--- src/rtl/e1ts0_pkg.sv ---
`timescale 1ns/1ps
package e1ts0_pkg;

  localparam int TS_BITS = 8;
  localparam int CRC_W   = 4;

  // Alignment word bit for TS0 bit numbers 1..7 (bits 2..8 of the slot)
  function automatic logic fas_bit(input logic [2:0] pos);
    logic [6:0] pat;
    pat = 7'b0011011;
    return pat[3'd7 - pos];
  endfunction

  // Multiframe alignment bit, k = odd frame number / 2 (0..5)
  function automatic logic mfas_bit(input logic [2:0] k);
    case (k)
      3'd2, 3'd4, 3'd5: return 1'b1;
      default:          return 1'b0;
    endcase
  endfunction

  // One serial step of the x^4+x+1 remainder register
  function automatic logic [CRC_W-1:0] crc4_step(input logic [CRC_W-1:0] c,
                                                 input logic b);
    logic fb;
    fb = c[CRC_W-1] ^ b;
    return {c[CRC_W-2:0], 1'b0} ^ {2'b00, fb, fb};
  endfunction

endpackage

--- src/rtl/e1ts0_crc4.sv ---
`timescale 1ns/1ps
module e1ts0_crc4
  import e1ts0_pkg::*;
(
  input  logic             clk,
  input  logic             rst_n,
  input  logic             step,
  input  logic             bit_in,
  input  logic             smf_end,
  output logic [CRC_W-1:0] crc_run,
  output logic [CRC_W-1:0] crc_held
);

  logic [CRC_W-1:0] crc_nxt;
  assign crc_nxt = crc4_step(crc_run, bit_in);

  always_ff @(posedge clk) begin
    if (!rst_n) begin
      crc_run  <= '0;
      crc_held <= '0;
    end else if (step) begin
      if (smf_end) begin
        crc_held <= crc_nxt;
        crc_run  <= '0;
      end else begin
        crc_run  <= crc_nxt;
      end
    end
  end

endmodule

--- src/rtl/e1ts0_ebit.sv ---
`timescale 1ns/1ps
module e1ts0_ebit #(
  parameter int CHANNELS = 2
) (
  input  logic                clk,
  input  logic                rst_n,
  input  logic [CHANNELS-1:0] err_pulse,
  input  logic [CHANNELS-1:0] slot_fire,
  output logic [CHANNELS-1:0] pend
);

  for (genvar g = 0; g < CHANNELS; g++) begin : g_chan
    always_ff @(posedge clk) begin
      if (!rst_n)            pend[g] <= 1'b0;
      else if (err_pulse[g]) pend[g] <= 1'b1;
      else if (slot_fire[g]) pend[g] <= 1'b0;
    end
  end

endmodule

--- src/rtl/e1_ts0_formatter.sv ---
`timescale 1ns/1ps
module e1_ts0_formatter
  import e1ts0_pkg::*;
#(
  parameter int FRAME_BITS = 256,
  parameter int MF_FRAMES  = 16,
  localparam int BIT_W     = $clog2(FRAME_BITS),
  localparam int FR_W      = $clog2(MF_FRAMES)
) (
  input  logic            clk,
  input  logic            rst_n,
  input  logic            bit_valid,
  input  logic [FR_W-1:0] frame_idx,
  input  logic [BIT_W-1:0] bit_idx,
  input  logic            din,
  input  logic            en_fas,
  input  logic            en_mfas,
  input  logic            en_crc,
  input  logic            en_ebit,
  input  logic            rx_crc_err_smf1,
  input  logic            rx_crc_err_smf2,
  output logic            dout_valid,
  output logic            dout
);

  localparam logic [FR_W-1:0]  MFAS_LAST = FR_W'(11);
  localparam logic [FR_W-1:0]  E1_FRAME  = FR_W'(MF_FRAMES - 3);
  localparam logic [FR_W-1:0]  E2_FRAME  = FR_W'(MF_FRAMES - 1);
  localparam logic [BIT_W-1:0] LAST_BIT  = BIT_W'(FRAME_BITS - 1);

  // Named position events
  logic       odd_frame, bit1_pos, bit2_pos, fas_pos;
  logic       c_pos, mf_pos;
  logic [1:0] e_pos, e_fire, e_pend;
  logic       smf_end;
  logic [CRC_W-1:0] crc_run, crc_held;
  logic       fmt_bit, crc_bit;

  assign odd_frame = frame_idx[0];
  assign bit1_pos  = (bit_idx == '0);
  assign bit2_pos  = (bit_idx == BIT_W'(1));
  assign fas_pos   = !odd_frame && (bit_idx != '0) && (bit_idx < BIT_W'(TS_BITS));
  assign c_pos     = bit1_pos && !odd_frame;
  assign mf_pos    = bit1_pos && odd_frame && (frame_idx <= MFAS_LAST);
  assign e_pos[0]  = bit1_pos && (frame_idx == E1_FRAME);
  assign e_pos[1]  = bit1_pos && (frame_idx == E2_FRAME);
  assign e_fire    = {2{bit_valid}} & e_pos;
  assign smf_end   = bit_valid && (bit_idx == LAST_BIT) && (&frame_idx[FR_W-2:0]);

  always_comb begin
    fmt_bit = din;
    if (en_fas && fas_pos)
      fmt_bit = fas_bit(bit_idx[2:0]);
    if (en_fas && odd_frame && bit2_pos)
      fmt_bit = 1'b1;
    if (en_mfas && mf_pos)
      fmt_bit = mfas_bit(frame_idx[3:1]);
    if (en_crc && c_pos)
      fmt_bit = crc_held[~frame_idx[2:1]];
    if (en_ebit && e_pos[0])
      fmt_bit = !e_pend[0];
    if (en_ebit && e_pos[1])
      fmt_bit = !e_pend[1];
  end

  // C positions enter the division as zero
  assign crc_bit = c_pos ? 1'b0 : fmt_bit;

  e1ts0_crc4 i_crc (
    .clk      (clk),
    .rst_n    (rst_n),
    .step     (bit_valid),
    .bit_in   (crc_bit),
    .smf_end  (smf_end),
    .crc_run  (crc_run),
    .crc_held (crc_held)
  );

  e1ts0_ebit #(.CHANNELS(2)) i_ebit (
    .clk       (clk),
    .rst_n     (rst_n),
    .err_pulse ({rx_crc_err_smf2, rx_crc_err_smf1}),
    .slot_fire (e_fire),
    .pend      (e_pend)
  );

  always_ff @(posedge clk) begin
    if (!rst_n) begin
      dout_valid <= 1'b0;
      dout       <= 1'b0;
    end else begin
      dout_valid <= bit_valid;
      if (bit_valid) dout <= fmt_bit;
    end
  end

endmodule

--- config.mk ---
export PLATFORM = sky130hd
export DESIGN_NAME = e1_ts0_formatter
export DESIGN_NICKNAME = d
export VERILOG_FILES = /design/src/rtl/e1ts0_pkg.sv /design/src/rtl/e1ts0_crc4.sv /design/src/rtl/e1ts0_ebit.sv /design/src/rtl/e1_ts0_formatter.sv
export SDC_FILE = /design/constraint.sdc
export NUM_CORES = 1
export LEC_CHECK = 0
export BUFFER_PORTS_ARGS = -buffer_cell sky130_fd_sc_hd__buf_2
export CORE_MARGIN = 4
export CORE_UTILIZATION = 49
export DETAILED_ROUTE_END_ITERATION = 8
export PLACE_DENSITY = 0.76
export SYNTH_ARGS = -nofsm -noshare
export SYNTH_HDL_FRONTEND = slang
export SYNTH_SLANG_ARGS = --single-unit
export TNS_END_PERCENT = 50
--- constraint.sdc ---
create_clock -name clk -period 3.1 [get_ports clk]
set_input_delay 0.775 -clock clk [delete_from_list [all_inputs] [get_ports clk]]
set_output_delay 0.775 -clock clk [all_outputs]
set_load 0.01 [all_outputs]
After elaboration in Yosys (flattened, before gate mapping). Memory sizes are Yosys's and may differ from the RTL's. Index checks and enable logic that the tools add are counted.

Input bits: 22. Word-level logic and storage cells: 65. Memories: 1. Register bits after elaboration: 12. Output and inout bits: 2. Memory bits (read-only): 8.

Memory list: (name not given) (depth 8, bits a word 1, read ports 1, clocked after memory_dff 0, write ports 0, RTL line e1ts0_pkg.sv:11) `return pat[3'd7 - pos];`.

Mux-type cells: 16. Bitwise gates (word level): 4. $lt $le $gt $ge: 4. Reduce and logical (&&, ||, !) cells: 26. Equal/unequal tests: 7. Add/sub/neg operators: 1.

Operators with widths (count): 1-bit logical AND (16); 1-bit 2-to-1 mux (14); 4-bit == test (second input constant) (2); 8-bit by 1-bit == test with 1-bit output (second input constant) (1); 8-bit == test (second input constant) (1); 8-bit zero test (1); 8-bit by 4-bit < comparator with 1-bit output (second input constant) (1); 8-bit nonzero test (1); 3-bit == test (second input constant) (2); 4-bit <= comparator (second input constant) (1); 3-bit by 4-bit < comparator with 1-bit output (second input constant) (1); 4-bit 2-to-1 mux (1); 2-bit nonzero test (2); 4-bit by 2-bit bitwise XOR with 4-bit output (1); 3-bit by 2-bit == test with 1-bit output (second input constant) (1); 1-bit zero test (3); 2-bit by 3-bit < comparator with 1-bit output (second input constant) (1); 3-bit AND reduction (1); 3-bit OR reduction (1); 3-bit subtractor (first input constant) (1); 2-bit AND (1); 1-bit binary-select mux with 2-bit select (1); 2-bit NOT (1); 2-bit AND reduction (1); 1-bit bitwise XOR (1).

Longest topological paths before layout.
Depth after elaboration: 14. Gate-level depth with buffers: 7. Mapped depth without buffers: 7.

Modules after synthesis. Synthesis repeated with hierarchy kept, for this count alone.

Cell total of the unflattened synthesis: 98. Area total of the unflattened synthesis: 805.8 sq um.

By module, submodules not included: e1_ts0_formatter (seq. area each 40.0 sq um, area an instance 361.6 sq um, cells each 51, instances 1); e1ts0_crc4 (seq. area each 160.2 sq um, area an instance 361.6 sq um, cells each 41, instances 1); e1ts0_ebit (seq. area each 40.0 sq um, area an instance 82.6 sq um, cells each 6, instances 1).

Least setup slack after synthesis. OpenSTA, ideal clock, no wires.

Path kind: input port to flip-flop. From: input bit_idx[1]. To: register i_crc.crc_run[1]. Stages: 7. Arrival: 2536 ps. Path slack: 488 ps. Data required time: 3025 ps. Buffers on the path: 0. Library setup time: 75 ps. Cells stage by stage: or3_1 > nor4_2 > o21ai_1 > a32oi_2 > a2111oi_1 > or4_1 > o22ai_1.

Cells in the longest elaborated chain, start to end: 14. Elaborated cells on any way between the ends: 33. Those cells by class: add/sub (1); order compare (1); eq/ne (2); mux (9); bitwise (2); reduce/logical (17); memory (1).

Ends and longest elaborated chain: from (decl) (RTL line e1_ts0_formatter.sv:14) `input logic [BIT_W-1:0] bit_idx,`; parallel branches: the longest is 13 deep, another holds 3-bit subtractor; 4-bit 2-to-1 mux (*) (RTL line e1ts0_crc4.sv:22) `if (smf_end) begin`; to (signal assigned) (RTL line e1ts0_crc4.sv:26) `crc_run <= crc_nxt;`; to (decl) (RTL line e1ts0_crc4.sv:10) `output logic [CRC_W-1:0] crc_run,`.

Every way passes the cells marked *. The select of a mux whose other input is x is not followed. A chain may end at the register's enable or synchronous reset.

Final worst setup path.
From: input bit_idx[1]. To: register i_crc.crc_held[1].

Cells in the longest elaborated chain, start to end: 13. Elaborated cells on any way between the ends: 33. Those cells by class: add/sub (1); order compare (1); eq/ne (2); mux (8); bitwise (2); reduce/logical (18); memory (1).

Ends and longest elaborated chain: parallel branches: the longest is 13 deep, another holds 3-bit subtractor; to (signal assigned) (RTL line e1ts0_crc4.sv:23) `crc_held <= crc_nxt;`; to (decl) (RTL line e1ts0_crc4.sv:11) `output logic [CRC_W-1:0] crc_held`.

Several ways; the timed one is not identified. The select of a mux whose other input is x is not followed.

==> results by group <==
Logic synthesis
  • Synth cell types: 38
  • Cell taking the most area after synthesis: dfxtp_1
  • Post-Syn Instances: just under 100
  • Seq/Total Area, Yosys: 29.49%
  • Post-Syn Area: 814.5 um2
  • Async SR Flop Fraction: 0%
  • Ys Warns: 0
  • Synth top area share: 29.49%
  • Top-count cell post-synth: dfxtp_1
  • Synthesized flop and latch total: 12
  • Synthesized net count: approximately 120
  • Synth Area per Inst: around 8.4 um2
  • Post-synth EDFFs: 0
  • Post-synth top cells: dfxtp_1 (12), nand2_1 (11), and2_1 (7)
  • Top_reg_cell synth: dfxtp_1
  • Ranking of synthesized cells by area: dfxtp_1 (29%), and2_1 (5.4%), nand2_1 (5.1%), nor2b_1 (3.8%), o22ai_1 (3.8%)

Die
  • Initial Utilization: between 50 and 60%
  • FP Rows: 14
  • Total die area: around 2400 um2
  • Die Ht: roughly 49 um
  • I/O pins: 24
  • Core area: 1541 um2
  • Die width: approximately 49 um

Power and ir drop
  • Worst vdd ir: approximately 0.00024 V
  • Internal: 0.2594 mW
  • Sequential share of power: 47.8%
  • Power per cell area: 346.6 nW/um2
  • Clock power frac: roughly 35%
  • Pleak: 0.3815 nW
  • Design Power: roughly 0.34 mW
  • Combinational share of power: 17.6%
  • NetSw: between 0.08 and 0.09 mW
  • Switching Share: between 20% and 30%

Finish
  • Fillers: ~140
  • Antenna Cells: 0
  • Final core occ: between 60% and 70%
  • Layout overhead on the synthesized area: 21.97%
  • Final #Nets: 147
  • Layout cell share with drive strength beyond 1: 30.65%

Min path
  • Min-delay worst type: reg2reg

STA
  • Final-report max-slew violation count: 0
  • Post-route clock period utilization: approximately 84%
  • Normalized max-slew margin: 76.17%
  • Final WS setup: slightly below 0.5 ns
  • Fmax: about 380 MHz
  • RSZ-0062 raised after global routing: false
  • Least-Margin Pin Slew: approximately 0.35 ns
  • Final min period: between 2 and 3 ns
  • Final hold viol count: 0
  • Total Neg Setup Slack: 0 ns
  • Final setup violation count: 0
  • Final Skew: 0.004524 ns

Route
  • Via/cell ratio: around 5.9
  • DRT Pass-1 Iters: 4
  • Initial DRC count: 13
  • Wire per inst: about 14 um
  • # DRC: 0
  • Antenna-violating nets left: 0
  • Vias: ~830
  • Drt total wl: slightly below 2000 um

Clocking
  • CTS root buffer: clkbuf_4
  • Clock-pin slew on the worst setup and hold paths: 0.07 ns
  • H-tree Lvls: 1
  • Clock Latency Late Sink: roughly 0.26 ns
  • Resized Gates After CTS: 0
  • Postcts setup bufs: 0
  • CTS Buffer Depth: 2
  • CTS tree: yes
  • CTS buffer count: 3
  • Clock sinks: 12
  • Cts hold-fix bufs: 0

Placement
  • IO buf count: 23
  • Pre-CTS WS: 0.2178 ns
  • Hpwl dp: around 1600 um
  • Gpl congestion: 0.8974

Global routing
  • Global route overflow: 0
  • Initial antenna violation count: 0
  • First-pass GRT wire length: roughly 3300 um
  • Total Routing Usage GR: 17.03%
  • Vias in the first global route: roughly 760
  • Largest net degree at the start of global routing: 14

Critical path
  • Worst Path Arrival: 2.82 ns
  • Crit start category: input port
  • Kind of end point of the critical path: flip-flop
  • Crit Path Category: in2reg
  • Req. time, crit path: between 3 and 4 ns
  • Critical path peak fanout: 5

Run
  • # Max-Cap Violations: 0

Run status
  • Status: finished clean
[flip-flops by register name, summed over array words and instances, names as in the netlist]
register        flops
dout                1
i_crc.crc_run       4
i_crc.crc_held      4
i_ebit.pend         2
dout_valid          1
[cells in the final DEF (no fill, tap or decap), types with 4 or more instances in the layout]
| master | Yosys | layout |
|---|---|---|
| dfxtp_1 | 12 | 12 |
| nand3_1 | 4 | 4 |
| and2_1 | 7 | 7 |
| nor2_1 | 4 | 4 |
| nor2b_1 | 5 | 5 |
| nand2_1 | 11 | 11 |
| o22ai_1 | 5 | 5 |
| o21ai_0 | 4 | 4 |
| buf_2 | 0 | 23 |
[power by group through the flow]
stage | Sequential, mW | Clock [mW] | Combinational [mW]
after CTS | 0.164 | 0.121 | 0.0605
after floorplan | 0.168 | 0 | 0.0308
after detailed placement | 0.168 | 0 | 0.0600
after global placement | 0.168 | 0 | 0.0587
after global routing | 0.165 | 0.131 | 0.0677
final | 0.165 | 0.119 | 0.0606
[metrics by stage]
| stage | instances | hold WS [ns] | area [um2] |
|---|---|---|---|
| 2_1_floorplan | 97 | 0.4431 | 814.5 |
| 3_3_place_gp | 136 | 0.4591 | 957.2 |
| 3_5_place_dp | 136 | 0.4775 | 957.2 |
| 4_1_cts | 140 | 0.4876 | 993.5 |
| 5_1_grt | 140 | 0.5172 | 993.5 |
| 6_report | 140 | 0.4858 | 993.5 |
[area by class of cell]
type | instances | area (um2) | share of cell area, %
multi-input combinational | 80 | 555.5 | 55.92
sequential | 12 | 240.2 | 24.18
timing repair buffer | 25 | 130.1 | 13.10
clock buffer | 4 | 36.28 | 3.652
tap | 16 | 20.02 | 2.015
inverter | 3 | 11.26 | 1.134
[logic make-up (layout without fill, tap and decap cells)]
logic type	count (synthesis)	after routing	synth area share, %
AO/OA/AOI/OAI	24	24	20.74
multiplexers	5	5	7.987
AND/OR/NAND/NOR	50	50	38.40
buffers and inverters	5	32	2.304
XOR/XNOR	1	1	1.075
flip-flops	12	12	29.49
[layer usage]
layer,GRT usage [%],share of wire (%)
met5,0,0
met4,6.726,0.91
met3,4.587,7.9
met2,27.61,47
met1,21.20,44
[worst max-delay path: stages]
cell and delay (ns):
buf_2 0.12, or3_1 0.40, nor4_2 0.26, o21ai_1 0.12
a32oi_2 0.28, a2111oi_1 0.12, or4_1 0.57, o22ai_1 0.17
[final timing paths]
kind / startpoint / to / slack [ns] / cells past startpoint
hold / removal: i_crc.crc_held[1] / i_crc.crc_held[1] / 0.49 / 2
setup / recovery: bit_idx[1] / i_crc.crc_held[1] / 0.48 / 8
setup reg to reg: i_ebit.pend[1] / i_crc.crc_held[1] / 1.30 / 8
hold reg to reg: i_crc.crc_held[1] / i_crc.crc_held[1] / 0.49 / 2
Note: power is estimated with default switching activity, not from simulation.
